==> config.mk <==
export PLATFORM = sky130hd
export DESIGN_NAME = ttw_walker
export DESIGN_NICKNAME = d
export VERILOG_FILES = /design/src/rtl/ttw_pkg.sv /design/src/rtl/ttw_fetch_addr.sv /design/src/rtl/ttw_desc_decode.sv /design/src/rtl/ttw_ctrl.sv /design/src/rtl/ttw_walker.sv
export SDC_FILE = /design/constraint.sdc
export NUM_CORES = 1
export LEC_CHECK = 0
export ABC_AREA = 0
export BUFFER_PORTS_ARGS = -buffer_cell sky130_fd_sc_hd__buf_2
export CAP_MARGIN = 20
export CORE_UTILIZATION = 50
export CTS_BUF_LIST = sky130_fd_sc_hd__clkbuf_4 sky130_fd_sc_hd__clkbuf_8 sky130_fd_sc_hd__clkbuf_16
export DETAILED_ROUTE_END_ITERATION = 10
export PLACE_DENSITY = 0.89
export SYNTH_ARGS = -nofsm -noshare
export SYNTH_HDL_FRONTEND = slang
export SYNTH_SLANG_ARGS = --single-unit
==> constraint.sdc <==
create_clock -name clk -period 2.3 [get_ports clk]
set_clock_uncertainty 0.15 [all_clocks]
set_input_delay 0.115 -clock clk [delete_from_list [all_inputs] [get_ports clk]]
set_output_delay 0.115 -clock clk [all_outputs]
set_load 0.03 [all_outputs]
==> src/rtl/ttw_pkg.sv <==
// Shared constants and types for the translation table walker.
// Assumes a 32-bit physical and virtual address space with word-sized descriptors.
package ttw_pkg;
    localparam int ADDR_W     = 32;
    localparam int SEC_SHIFT  = 20;  // 1 MB mapping granule
    localparam int PAGE_SHIFT = 12;  // 4 KB mapping granule
    localparam int DOM_W      = 4;
    localparam int DOM_LSB    = 5;

    typedef enum logic [2:0] {
        ST_IDLE,
        ST_L1_REQ,
        ST_L1_WAIT,
        ST_L2_REQ,
        ST_L2_WAIT,
        ST_DONE
    } walk_state_t;

    typedef enum logic [1:0] {
        STEP_FINAL,
        STEP_NEXT,
        STEP_FAULT
    } step_t;

    typedef struct packed {
        step_t              step;
        logic [ADDR_W-1:0]  paddr;
        logic               cacheable;
        logic               bufferable;
        logic [DOM_W-1:0]   domain;
    } step_res_t;
endpackage

==> src/rtl/ttw_fetch_addr.sv <==
// Forms the two descriptor fetch addresses from the table base, the virtual
// address and the stored coarse-table pointer. Purely combinational.
// Assumes word descriptors, so both addresses end in two zero bits.
module ttw_fetch_addr #(
    parameter int AW         = ttw_pkg::ADDR_W,
    parameter int SEC_SHIFT  = ttw_pkg::SEC_SHIFT,
    parameter int PAGE_SHIFT = ttw_pkg::PAGE_SHIFT,
    localparam int BASE_LSB  = AW - SEC_SHIFT + 2,
    localparam int PTR_LSB   = SEC_SHIFT - PAGE_SHIFT + 2
) (
    input  logic [AW-1:BASE_LSB] base_i,
    input  logic [AW-1:0]        vaddr_i,
    input  logic [AW-1:PTR_LSB]  l2_ptr_i,
    input  logic                 sel_l2_i,
    output logic [AW-1:0]        fetch_addr_o
);
    logic [AW-1:0] l1_addr;
    logic [AW-1:0] l2_addr;
    logic          unused_va;

    // Index the first-level table with the top virtual bits.
    assign l1_addr = {base_i, vaddr_i[AW-1:SEC_SHIFT], 2'b00};
    // Index the coarse table with the middle virtual bits.
    assign l2_addr = {l2_ptr_i, vaddr_i[SEC_SHIFT-1:PAGE_SHIFT], 2'b00};
    // Pick the address of the level being fetched.
    assign fetch_addr_o = sel_l2_i ? l2_addr : l1_addr;
    assign unused_va = ^vaddr_i[PAGE_SHIFT-1:0];
endmodule

==> src/rtl/ttw_desc_decode.sv <==
// Decodes one fetched descriptor. LEVEL2 picks the first-level or the
// second-level variant. A fault returns all-zero attributes and address.
// Assumes the caller uses the result only in the cycle the word is valid.
module ttw_desc_decode #(
    parameter int AW         = ttw_pkg::ADDR_W,
    parameter int SEC_SHIFT  = ttw_pkg::SEC_SHIFT,
    parameter int PAGE_SHIFT = ttw_pkg::PAGE_SHIFT,
    parameter int DOM_W      = ttw_pkg::DOM_W,
    parameter int DOM_LSB    = ttw_pkg::DOM_LSB,
    parameter bit LEVEL2     = 1'b0
) (
    input  logic [AW-1:0]        desc_i,
    input  logic [AW-1:0]        vaddr_i,
    input  logic [DOM_W-1:0]     l1_domain_i,
    output ttw_pkg::step_res_t   res_o
);
    import ttw_pkg::*;

    generate
        if (!LEVEL2) begin : g_level1
            logic unused_l1;
            assign unused_l1 = ^{desc_i[SEC_SHIFT-1:DOM_LSB+DOM_W], desc_i[4],
                                 vaddr_i[AW-1:SEC_SHIFT], l1_domain_i};
            // First-level type decode: section, coarse pointer or fault.
            always_comb begin
                res_o = '0;
                res_o.step = STEP_FAULT;
                unique case (desc_i[1:0])
                    2'b10: begin
                        res_o.step       = STEP_FINAL;
                        res_o.paddr      = {desc_i[AW-1:SEC_SHIFT], vaddr_i[SEC_SHIFT-1:0]};
                        res_o.cacheable  = desc_i[3];
                        res_o.bufferable = desc_i[2];
                        res_o.domain     = desc_i[DOM_LSB+DOM_W-1:DOM_LSB];
                    end
                    2'b01: begin
                        res_o.step   = STEP_NEXT;
                        res_o.domain = desc_i[DOM_LSB+DOM_W-1:DOM_LSB];
                    end
                    default: res_o.step = STEP_FAULT;
                endcase
            end
        end else begin : g_level2
            logic unused_l2;
            assign unused_l2 = ^{desc_i[PAGE_SHIFT-1:4], vaddr_i[AW-1:PAGE_SHIFT]};
            // Second-level type decode: small page or fault.
            always_comb begin
                res_o = '0;
                if (desc_i[1:0] == 2'b00) begin
                    res_o.step = STEP_FAULT;
                end else begin
                    res_o.step       = STEP_FINAL;
                    res_o.paddr      = {desc_i[AW-1:PAGE_SHIFT], vaddr_i[PAGE_SHIFT-1:0]};
                    res_o.cacheable  = desc_i[3];
                    res_o.bufferable = desc_i[2];
                    res_o.domain     = l1_domain_i;
                end
            end
        end
    endgenerate
endmodule

==> src/rtl/ttw_ctrl.sv <==
// Walk sequencer. Accepts a request only when idle, issues one-cycle read
// strobes, waits for the returned word and ends with a one-cycle done state.
// Assumes the memory returns exactly one valid word for each read strobe.
module ttw_ctrl (
    input  logic             clk,
    input  logic             rst_n,
    input  logic             req_valid_i,
    input  logic             mem_rvalid_i,
    input  ttw_pkg::step_t   l1_step_i,
    output logic             mem_rd_o,
    output logic             busy_o,
    output logic             done_o,
    output logic             load_req_o,
    output logic             take_l1_o,
    output logic             take_l2_o,
    output logic             sel_l2_o
);
    import ttw_pkg::*;

    walk_state_t state_q, state_d;

    // Next-state choice, driven by the descriptor type at first level.
    always_comb begin
        state_d = state_q;
        unique case (state_q)
            ST_IDLE:    if (req_valid_i) state_d = ST_L1_REQ;
            ST_L1_REQ:  state_d = ST_L1_WAIT;
            ST_L1_WAIT: if (mem_rvalid_i)
                            state_d = (l1_step_i == STEP_NEXT) ? ST_L2_REQ : ST_DONE;
            ST_L2_REQ:  state_d = ST_L2_WAIT;
            ST_L2_WAIT: if (mem_rvalid_i) state_d = ST_DONE;
            ST_DONE:    state_d = ST_IDLE;
            default:    state_d = ST_IDLE;
        endcase
    end

    // State register with synchronous reset.
    always_ff @(posedge clk) begin
        if (!rst_n) state_q <= ST_IDLE;
        else        state_q <= state_d;
    end

    assign mem_rd_o   = (state_q == ST_L1_REQ) || (state_q == ST_L2_REQ);
    assign busy_o     = (state_q != ST_IDLE);
    assign done_o     = (state_q == ST_DONE);
    assign load_req_o = (state_q == ST_IDLE) && req_valid_i;
    assign take_l1_o  = (state_q == ST_L1_WAIT) && mem_rvalid_i;
    assign take_l2_o  = (state_q == ST_L2_WAIT) && mem_rvalid_i;
    assign sel_l2_o   = (state_q == ST_L2_REQ) || (state_q == ST_L2_WAIT);


    rd_single_pulse_chk: assert property (@(posedge clk) disable iff (!rst_n)
        mem_rd_o |=> !mem_rd_o);

    done_ends_busy_chk: assert property (@(posedge clk) disable iff (!rst_n)
        done_o |=> !busy_o);

    done_within_busy_chk: assert property (@(posedge clk) disable iff (!rst_n)
        done_o |-> busy_o);

    rd_done_exclusive_chk: assert property (@(posedge clk) disable iff (!rst_n)
        $onehot0({mem_rd_o, done_o}));

    accept_only_idle_chk: assert property (@(posedge clk) disable iff (!rst_n)
        (busy_o && !done_o) |=> busy_o);
endmodule

==> src/rtl/ttw_walker.sv <==
// Two-level translation table walker top. Holds the request, the coarse
// table pointer and the result registers, and wires the address former,
// both descriptor decoders and the sequencer together.
// Assumes table fetches address physical memory directly.
module ttw_walker (
    input  logic        clk,
    input  logic        rst_n,
    input  logic [31:0] tbase_i,
    input  logic        req_valid_i,
    input  logic [31:0] req_vaddr_i,
    output logic        busy_o,
    output logic [31:0] mem_addr_o,
    output logic        mem_rd_o,
    input  logic [31:0] mem_rdata_i,
    input  logic        mem_rvalid_i,
    output logic        done_o,
    output logic [31:0] paddr_o,
    output logic        cacheable_o,
    output logic        bufferable_o,
    output logic [3:0]  domain_o,
    output logic        fault_o,
    output logic        fault_lvl_o
);
    import ttw_pkg::*;

    localparam int AW       = ADDR_W;
    localparam int BASE_LSB = AW - SEC_SHIFT + 2;
    localparam int PTR_LSB  = SEC_SHIFT - PAGE_SHIFT + 2;

    logic [AW-1:BASE_LSB] base_q;
    logic [AW-1:0]        va_q;
    logic [AW-1:PTR_LSB]  l2_ptr_q;
    logic [DOM_W-1:0]     l1_dom_q;
    logic [AW-1:0]        paddr_q;
    logic                 c_q, b_q, fault_q, lvl_q;
    logic [DOM_W-1:0]     dom_q;

    logic load_req, take_l1, take_l2, sel_l2;
    step_res_t res_l1, res_l2;
    logic unused_base;

    assign unused_base = ^tbase_i[BASE_LSB-1:0];

    ttw_ctrl u_ctrl (
        .clk          (clk),
        .rst_n        (rst_n),
        .req_valid_i  (req_valid_i),
        .mem_rvalid_i (mem_rvalid_i),
        .l1_step_i    (res_l1.step),
        .mem_rd_o     (mem_rd_o),
        .busy_o       (busy_o),
        .done_o       (done_o),
        .load_req_o   (load_req),
        .take_l1_o    (take_l1),
        .take_l2_o    (take_l2),
        .sel_l2_o     (sel_l2)
    );

    ttw_fetch_addr #(.AW(AW)) u_addr (
        .base_i       (base_q),
        .vaddr_i      (va_q),
        .l2_ptr_i     (l2_ptr_q),
        .sel_l2_i     (sel_l2),
        .fetch_addr_o (mem_addr_o)
    );

    ttw_desc_decode #(.AW(AW), .LEVEL2(1'b0)) u_dec_l1 (
        .desc_i      (mem_rdata_i),
        .vaddr_i     (va_q),
        .l1_domain_i (l1_dom_q),
        .res_o       (res_l1)
    );

    ttw_desc_decode #(.AW(AW), .LEVEL2(1'b1)) u_dec_l2 (
        .desc_i      (mem_rdata_i),
        .vaddr_i     (va_q),
        .l1_domain_i (l1_dom_q),
        .res_o       (res_l2)
    );

    // Capture the request, the coarse pointer and the walk result.
    always_ff @(posedge clk) begin
        if (!rst_n) begin
            base_q   <= '0;
            va_q     <= '0;
            l2_ptr_q <= '0;
            l1_dom_q <= '0;
            paddr_q  <= '0;
            c_q      <= 1'b0;
            b_q      <= 1'b0;
            dom_q    <= '0;
            fault_q  <= 1'b0;
            lvl_q    <= 1'b0;
        end else if (load_req) begin
            base_q   <= tbase_i[AW-1:BASE_LSB];
            va_q     <= req_vaddr_i;
            paddr_q  <= '0;
            c_q      <= 1'b0;
            b_q      <= 1'b0;
            dom_q    <= '0;
            fault_q  <= 1'b0;
            lvl_q    <= 1'b0;
        end else if (take_l1) begin
            l2_ptr_q <= mem_rdata_i[AW-1:PTR_LSB];
            l1_dom_q <= res_l1.domain;
            if (res_l1.step != STEP_NEXT) begin
                paddr_q <= res_l1.paddr;
                c_q     <= res_l1.cacheable;
                b_q     <= res_l1.bufferable;
                dom_q   <= res_l1.domain;
                fault_q <= (res_l1.step == STEP_FAULT);
                lvl_q   <= 1'b0;
            end
        end else if (take_l2) begin
            paddr_q <= res_l2.paddr;
            c_q     <= res_l2.cacheable;
            b_q     <= res_l2.bufferable;
            dom_q   <= res_l2.domain;
            fault_q <= (res_l2.step == STEP_FAULT);
            lvl_q   <= (res_l2.step == STEP_FAULT);
        end
    end

    assign paddr_o      = paddr_q;
    assign cacheable_o  = c_q;
    assign bufferable_o = b_q;
    assign domain_o     = dom_q;
    assign fault_o      = fault_q;
    assign fault_lvl_o  = lvl_q;


    fetch_addr_hold_chk: assert property (@(posedge clk) disable iff (!rst_n)
        mem_rd_o |=> $stable(mem_addr_o));

    req_ignored_busy_chk: assert property (@(posedge clk) disable iff (!rst_n)
        (busy_o && !done_o) |=> $stable(va_q));

    fault_zero_addr_chk: assert property (@(posedge clk) disable iff (!rst_n)
        (done_o && fault_o) |-> (paddr_o == '0 && !cacheable_o && !bufferable_o));

    fetch_word_aligned_chk: assert property (@(posedge clk) disable iff (!rst_n)
        mem_rd_o |-> (mem_addr_o[1:0] == 2'b00));
endmodule

* After elaboration in Yosys (flattened, before gate mapping) *
Cells that the tools add are included.

word-level totals
  flip-flop bits (word level) = 119
  input port bits = 100
  output and inout port bits = 75
  word-level logic and storage cells = 70

operators by class
  equal/unequal tests = 15
  multiplexer cells = 28
  bitwise logic cells = 2
  reductions and logical operators = 14

operators with widths
  kind                  number
  $mux W32              4
  $mux W38              1
  $mux W34              1
  $mux W4               4
  $pmux W3 S5           1
  $mux W3               4
  $mux W1               11
  $eq A2 B2 Y1 const B  3
  $eq A3 B2 Y1 const B  2
  $eq A3 B3 Y1 const B  2
  $ne A2 B2 Y1 const B  3
  $eq A2 B1 Y1 const B  2
  $ne A2 B1 Y1 const B  2
  $pmux W2 S2           1
  $reduce_and A2 Y1     2
  $reduce_or A2 Y1      2
  $eq A3 B1 Y1 const B  1
  $logic_and A1 B1 Y1   3
  $logic_not A3 Y1      1
  $reduce_and A3 Y1     1
  $reduce_bool A3 Y1    1
  $logic_not A2 Y1      1
  $logic_or A1 B1 Y1    2
  $mux W2               1
  other kinds (2)       3

* Longest topological paths before layout *
Gate-level depths: netlist of the first run.

  word-level depth = 6
  gate-level depth with buffers = 7
  depth with buffers taken out = 6

* Modules after synthesis *
From an unflattened synthesis of the first run, not the netlist that was laid out.

unflattened totals
  cell total of the unflattened synthesis = 708
  area total of the unflattened synthesis = 6515.0 µm²

modules (own cells, without submodules)
  module                       times used  cells each  area each (µm²)  sequential area each (µm²)
  ttw_walker                   1           550         5063.6           2322.2
  ttw_fetch_addr               1           36          503.0            0.0
  ttw_desc_decode at u_dec_l2  1           49          365.4            0.0
  ttw_desc_decode at u_dec_l1  1           45          327.8            0.0
  ttw_ctrl                     1           28          255.2            60.1

* Worst setup path after synthesis of the first run *
OpenSTA, ideal clock, no wires.

  kind = reg2out
  start = register u_ctrl.state_q[1]
  end = output port mem_addr_o[25]
  arrival time = 1.564 ns
  required time = 2.035 ns
  slack = 0.471 ns
  stages on the path, launching flop included = 6
  path buffers = 2
  path through = dfxtp_1 -> buf_2 -> nand2b_1 -> mux2_2 -> buf_2 -> mux2_1

between the ends
  longest elaborated chain between the ends = 3
  elaborated cells between the ends (all ways) = 4
  those cells by class = eq/ne (2); mux (1); reduce/logical (1)

ends and longest elaborated chain
  item                                                 line                  text
  from (decl)                                          ttw_ctrl.sv:20        walk_state_t state_q, state_d;
  from (signal assigned)                               ttw_ctrl.sv:40        else state_q <= state_d;
  $eq A3 B2 Y1 / $eq A3 B3 Y1 (equally long branches)  ttw_ctrl.sv:49        assign sel_l2_o = (state_q == ST_L2_REQ) || (state_q == ST_L2_WAIT);
  $logic_or A1 B1 Y1 (*)                               ttw_ctrl.sv:49
  $mux W32 (*)                                         ttw_fetch_addr.sv:26  assign fetch_addr_o = sel_l2_i ? l2_addr : l1_addr;
  to (decl)                                            ttw_walker.sv:12      output logic [31:0] mem_addr_o,

Mark *: on every way between the ends. The rest lies on a longest branch, timed or not.

* Final worst setup path of the first run *
  start = register u_ctrl.state_q[1]
  end = output port mem_addr_o[4]

Same word-level chain as after synthesis.

==> metrics.cfg, run 1 <==
[placed_design]
gp_congestion=0.9083
dp_hpwl_mm=8.935
dp_cells=841
port_buffers=156

[synth]
synthMuxAreaShare_pct=7.412
ys_top_cells_by_area=dfxtp_1 (48%), nand2_1 (16%), a21boi_0 (11%)
syn_area_sq_um=4980
synth_compound_gate_area_share_pct=19.80
synth_top_family_by_area=compound AO/OA/AOI/OAI gates
synth.top_cell.area_share_pct=47.84
syn-instance-count=581
synth-seq-area-share_pct=47.84
synth-xor-area-share_pct=0
synth-simple-area-share_pct=19.15
yosys.area.top_type=dfxtp_1
synth-async-reset-ratio_pct=0
synth_flop_cell=dfxtp_1
syn_avg_cell_area_sq_um=8.571
yosysWarnings=0
yosysUniqueCellTypes=38
synth_adder_area_share_pct=0.7538
synth_edf_count=0
synth_seq_cells=119

[pwr]
switching_share_pct=25.30
powerDensity_nw_per_um2=765.5
p_leak_nw=3.253
p_switching_mw=1.450
p_int_mw=4.281
seq_power_share_pct=38.7
clkPwrFrac_pct=45.0
vdd_drop_max_mv=0.5262
p_comb_share_pct=16.3

[cts]
path_clk_slew_ps=50
tritoncts=built
cts_buffers=17
clockBufferDepth=2
cts.htree.levels=4
clock-root-buffer=clkbuf_8
clock_latency_ps=510
clock-sinks=119

[sta]
timing.setup.tns_ps=0
setup_viol=0
finalCritPeriodShare_pct=98.48
hold_viol_final=0
rsz0062_at_grt=true
worstMarginPinSlew_ps=664.5
max-slew-margin-rel_pct=55.53
min_period_ps=2265
slew_violations=0
clock.fmax_mhz=441.5

[floorplanning]
design.die.area_sq_um=10360
core-area_sq_um=9729
ios=175
rows=36
die_x_um=101.8
initial_core_util_pct=51.18
die_h_um=101.8

[global_route]
top_usage_layer=met2
grt_first_pass_wirelength_mm=25.22
grt_use_met1_pct=34.43
grt.overflow.total=0
grt_pass1_vias=5386
antenna_found_initial=1
use_met2_pct=55.41
grt_max_degree=54
met3_usage_pct=9.524
grt_usage_pct=32.03

[detailed_routing]
wl_mm=16.45
vias=5218
drt_pass1_iterations=5
avgViaCountPerCell=5.441
postRouteAntennaNets=0
drt_iter0_drc=266
route.detailed.drc=0
wire_per_inst_um=17.15

[critical_path]
path_max_fanout=10
critPathKind=reg2out
arrival_ps=2000
r2r_slack_ps=70
start_kind=flip-flop
cp.required_ps=2040
end_kind=output pin

[status]
status=finished, final reports clean

[min_path]
hp-class=in2reg

[cells_and_area]
drive_gt1_share_pct=29.82
nNetsFinal=919
area_growth_syn_to_layout_pct=50.35
instances_no_fill=959
nFillCells=612

[job]
drv_cap=0

-- cell type report --
| type | count | area [sq um] | share of cell area [%] |
|---|---|---|---|
| multi-input combinational | 413 | 2414 | 32.24 |
| clock inverter | 3 | 65.06 | 0.8690 |
| inverter | 3 | 11.26 | 0.1504 |
| antenna | 1 | 2.502 | 0.03342 |
| timing repair buffer | 262 | 1927 | 25.74 |
| tap | 133 | 166.4 | 2.223 |
| sequential | 119 | 2390 | 31.92 |
| clock buffer | 25 | 511.7 | 6.835 |
-- timing repair --
action | in CTS | in global routing
setup buffers | 1 | 4
hold buffers | 83 | 0
gates cloned | 0 | 1
pin swaps | 0 | 0
hold endpoints to repair | 104 | 0
resized for setup | 13 | 42
setup endpoints to repair | 30 | 32
-- worst max-delay path, cell delays in order, from the launching register on --
cell	delay (ps)
dfxtp_4	370
nand2b_4	150
mux2_4	320
clkbuf_16	190
mux2_2	280
buf_2	190
-- logic make-up after synthesis --
| group | count (synthesis) |
|---|---|
| other | 1 |
| DFF | 119 |
| adders and majority gates | 3 |
| AOI/OAI and AO/OA | 143 |
| muxes | 33 |
| buffers and inverters | 50 |
| and+or+nand+nor | 232 |
-- per-stage QoR --
step / power, mW / util [%] / setup WS [ps] / instance area (sq um) / hold slack, ps
floorplan: 2.745 / - / 470.6 / 4984 / 109.9
global placement: 2.960 / 60.28 / 284.6 / 5864 / 217.4
detailed placement: 2.991 / 60.28 / 230.2 / 5864 / 223.0
CTS: 5.659 / 75.19 / -22.96 / 7316 / 76.84
global route: 5.925 / 76.95 / -20.07 / 7487 / 94.83
finish: 5.732 / 76.95 / 34.90 / 7487 / 103.8
-- registers in the layout (all words and copies together), names as in the netlist --
name and count:
u_ctrl.state_q 3, bufferable_o 1, paddr_o 32, fault_o 1, base_q 18, domain_o 4
l2_ptr_q 22, va_q 32, l1_dom_q 4, cacheable_o 1, fault_lvl_o 1
-- power by group through the flow --
| stage | clock, mW | sequential [mW] | combinational (mW) |
|---|---|---|---|
| final | 2.58 | 2.22 | 0.933 |
| after CTS | 2.59 | 2.22 | 0.856 |
| after detailed placement | 0 | 2.26 | 0.733 |
| after global placement | 0 | 2.25 | 0.710 |
| after floorplan | 0 | 2.27 | 0.477 |
| after global routing | 2.70 | 2.23 | 1.00 |
-- path summary, 6_finish.rpt --
| check | startpoint | endpoint | cells past startpoint |
|---|---|---|---|
| max | u_ctrl.state_q[1] | mem_addr_o[4] | 5 |
| min | mem_rdata_i[1] | fault_o | 5 |
| max reg2reg | u_ctrl.state_q[0] | l2_ptr_q[15] | 7 |
| min reg2reg | base_q[20] | base_q[20] | 2 |
-- cell usage in the layout, fill, tap and decap left out, drive strengths merged, types with 8 or more instances in the layout --
cell	instances
a21boi	77
a21oi	10
a22oi	8
buf	178
clkbuf	26
dfxtp	119
dlygate4sd3	83
mux2	31
nand2	209
o21ai	13
o22ai	27
-- synthesized netlist by cell type, types with 2 or more instances --
cell / number
o211a_1: 2
mux2_2: 24
clkbuf_1: 27
o211ai_1: 2
nor3b_1: 2
a21oi_1: 10
nor2_1: 4
o22ai_1: 27
a21boi_0: 76
dfxtp_1: 119
buf_2: 11
nand2_1: 209
nand2b_1: 2
o21ai_0: 12
buf_6: 5
buf_4: 2
nor2b_1: 3
a31oi_1: 4
a22oi_1: 8
ha_1: 3
inv_1: 3
mux2i_1: 2
mux2_1: 7
and2_1: 3
-- per-layer routing --
metal | wire [um] | vias to the layer above | share of wire, %
met1 | 6399 | 2471 | 39
li1 | - | 2423 | -
met2 | 8230 | 257 | 50
met3 | 1065 | 67 | 6.5
met5 | 0 | - | 0
met4 | 755 | 0 | 4.6
Power figures use the tool's default switching activity.
==> run 2, diff against run 1 <==
==> constraint.sdc (replaced) <==
create_clock -name clk -period 2.3 [get_ports clk]
set_clock_uncertainty 0.15 [all_clocks]
set_input_delay 0.23 -clock clk [delete_from_list [all_inputs] [get_ports clk]]
set_output_delay 0.23 -clock clk [all_outputs]
set_load 0.03 [all_outputs]
==> metrics.cfg, run 2 (synthesis gave the netlist of run 1 again) <==
[critical_path]
cpMaxStageDelayCell=dfxtp_4
r2r_slack_ps=80
rr_startpoint=u_ctrl.state_q[1]
cp.required_ps=1920
start_kind=flip-flop
path_max_fanout=5
crit_buf_inv=2
worst-r2r-cell-count=6
crit_end=mem_addr_o[22]
r2r-end=paddr_o[25]
path_depth=5
crit_start=u_ctrl.state_q[1]
critPathMaxStageDelay_ps=360
end_kind=output pin
cp_cell_sequence=nand2b_4, mux2_4, buf_8, mux2_2, buf_6
crit_family=multiplexers
critPathKind=reg2out
arrival_ps=2030

[cts]
cts_buffers=17
clockBufferDepth=2
cts.htree.levels=4
clock-sinks=119
clock_latency_ps=520
clock-root-buffer=clkbuf_8
tritoncts=built
path_clk_slew_ps=60

[detailed_routing]
drt_iter0_drc=287
avgViaCountPerCell=5.595
route.detailed.drc=0
postRouteAntennaNets=0
drt_pass1_iterations=6
wire_per_inst_um=18.45
vias=5377
wl_mm=17.73

[min_path]
hp-class=in2reg

[pwr]
vdd_drop_max_mv=0.4772
powerDensity_nw_per_um2=796.8
power_mw=6.078
p_leak_nw=3.294

[global_route]
antenna_found_initial=0
grt_first_pass_wirelength_mm=24.70
grt_max_degree=60
grt_pass1_vias=5098
grt.overflow.total=0
grt_usage_pct=32.35

[sta]
timing.setup.tns_ps=-1669
rsz0062_at_grt=true
worstMarginPinSlew_ps=658.3
finalCritPeriodShare_pct=104.9
max-slew-margin-rel_pct=55.95
slew_violations=0
min_period_ps=2412
setup_viol=30
setup_ws_ps=-111.7
clock.fmax_mhz=414.6
hold_viol_final=0

[cells_and_area]
drive_gt1_share_pct=30.92
fin_util_pct=78.41
nFillCells=591
area_growth_syn_to_layout_pct=53.19
mostFrequentLayoutCell=nand2_1
antenna_cells=0
instances_no_fill=961
final_cell_mix=nand2_1 (209), buf_2 (126), dfxtp_1 (116)
nNetsFinal=918

[floorplanning]
die_h_um=101.8
rows=36
ios=175
design.die.area_sq_um=10360
core-area_sq_um=9729
initial_core_util_pct=51.18
die_x_um=101.8

[placed_design]
dp_cells=843
dp_hpwl_mm=9.089
gp_congestion=0.8856
port_buffers=156
pre_cts_ws_ps=143.5

[status]
violations=setup timing
status=finished, violations left

[job]
drv_cap=0

## run 2: worst reg2reg max path: cells and delay by family, from the launching register on
| family | cells | cell delay, ps |
|---|---|---|
| AOI/OAI and AO/OA | 1 | 110 |
| DFF | 1 | 360 |
| buffers and inverters | 2 | 400 |
| and+or+nand+nor | 3 | 1080 |
## run 2: timing repair
item                                   4_1_cts  5_1_grt
setup endpoints to repair                   30       30
gates resized for setup                     65       13
setup buffers                                1        5
cloned                                       0        1
endpoints found under the hold margin      103        0
hold buffers                                79        0
## run 2: stage by stage
step	hold WS (ps)	instance area (sq um)
finish	23.57	7629
global route	23.41	7629
CTS	3.295	7523
detailed placement	305.3	5879
global placement	296.6	5879
floorplan	224.9	4984
## run 2: power by group
part           total, mW  internal [mW]  leakage, nW  switching (mW)
Clock               2.87           1.95        0.321           0.914
Combinational      0.985          0.440         2.00           0.545
Sequential          2.22           2.16        0.969          0.0643
Total               6.08           4.56         3.29            1.52
## run 2: per-layer routing
metal	track usage, %	vias to the layer above	share of wire, %
met5	0	-	0
met4	17.28	0	4.9
met3	7.798	81	8.3
met2	58.99	323	51
met1	34.33	2553	36
li1	-	2420	-
## run 2: how the worst min path moves through the flow
stage               startpoint  cells after the start  slack (ps)           end
6_report                 rst_n                      2          20    base_q[31]
5_1_grt                  rst_n                      2          20   l1_dom_q[0]
4_1_cts                  rst_n                      2           3   l1_dom_q[0]
3_5_place_dp           va_q[1]                      2         310    paddr_o[1]
3_3_place_gp          va_q[28]                      2         300      va_q[28]
2_1_floorplan  mem_rdata_i[18]                      2         220  l2_ptr_q[18]
## run 2: cell type report
cell class | instances | area [sq um] | share of cell area [%]
Timing Repair Buffer | 261 | 2002 | 26.24
Clock inverter | 7 | 137.6 | 1.804
Tap cell | 133 | 166.4 | 2.181
Clock buffer | 25 | 511.7 | 6.708
Multi-Input combinational cell | 413 | 2409 | 31.57
Inverter | 3 | 11.26 | 0.1476
Sequential cell | 119 | 2391 | 31.34
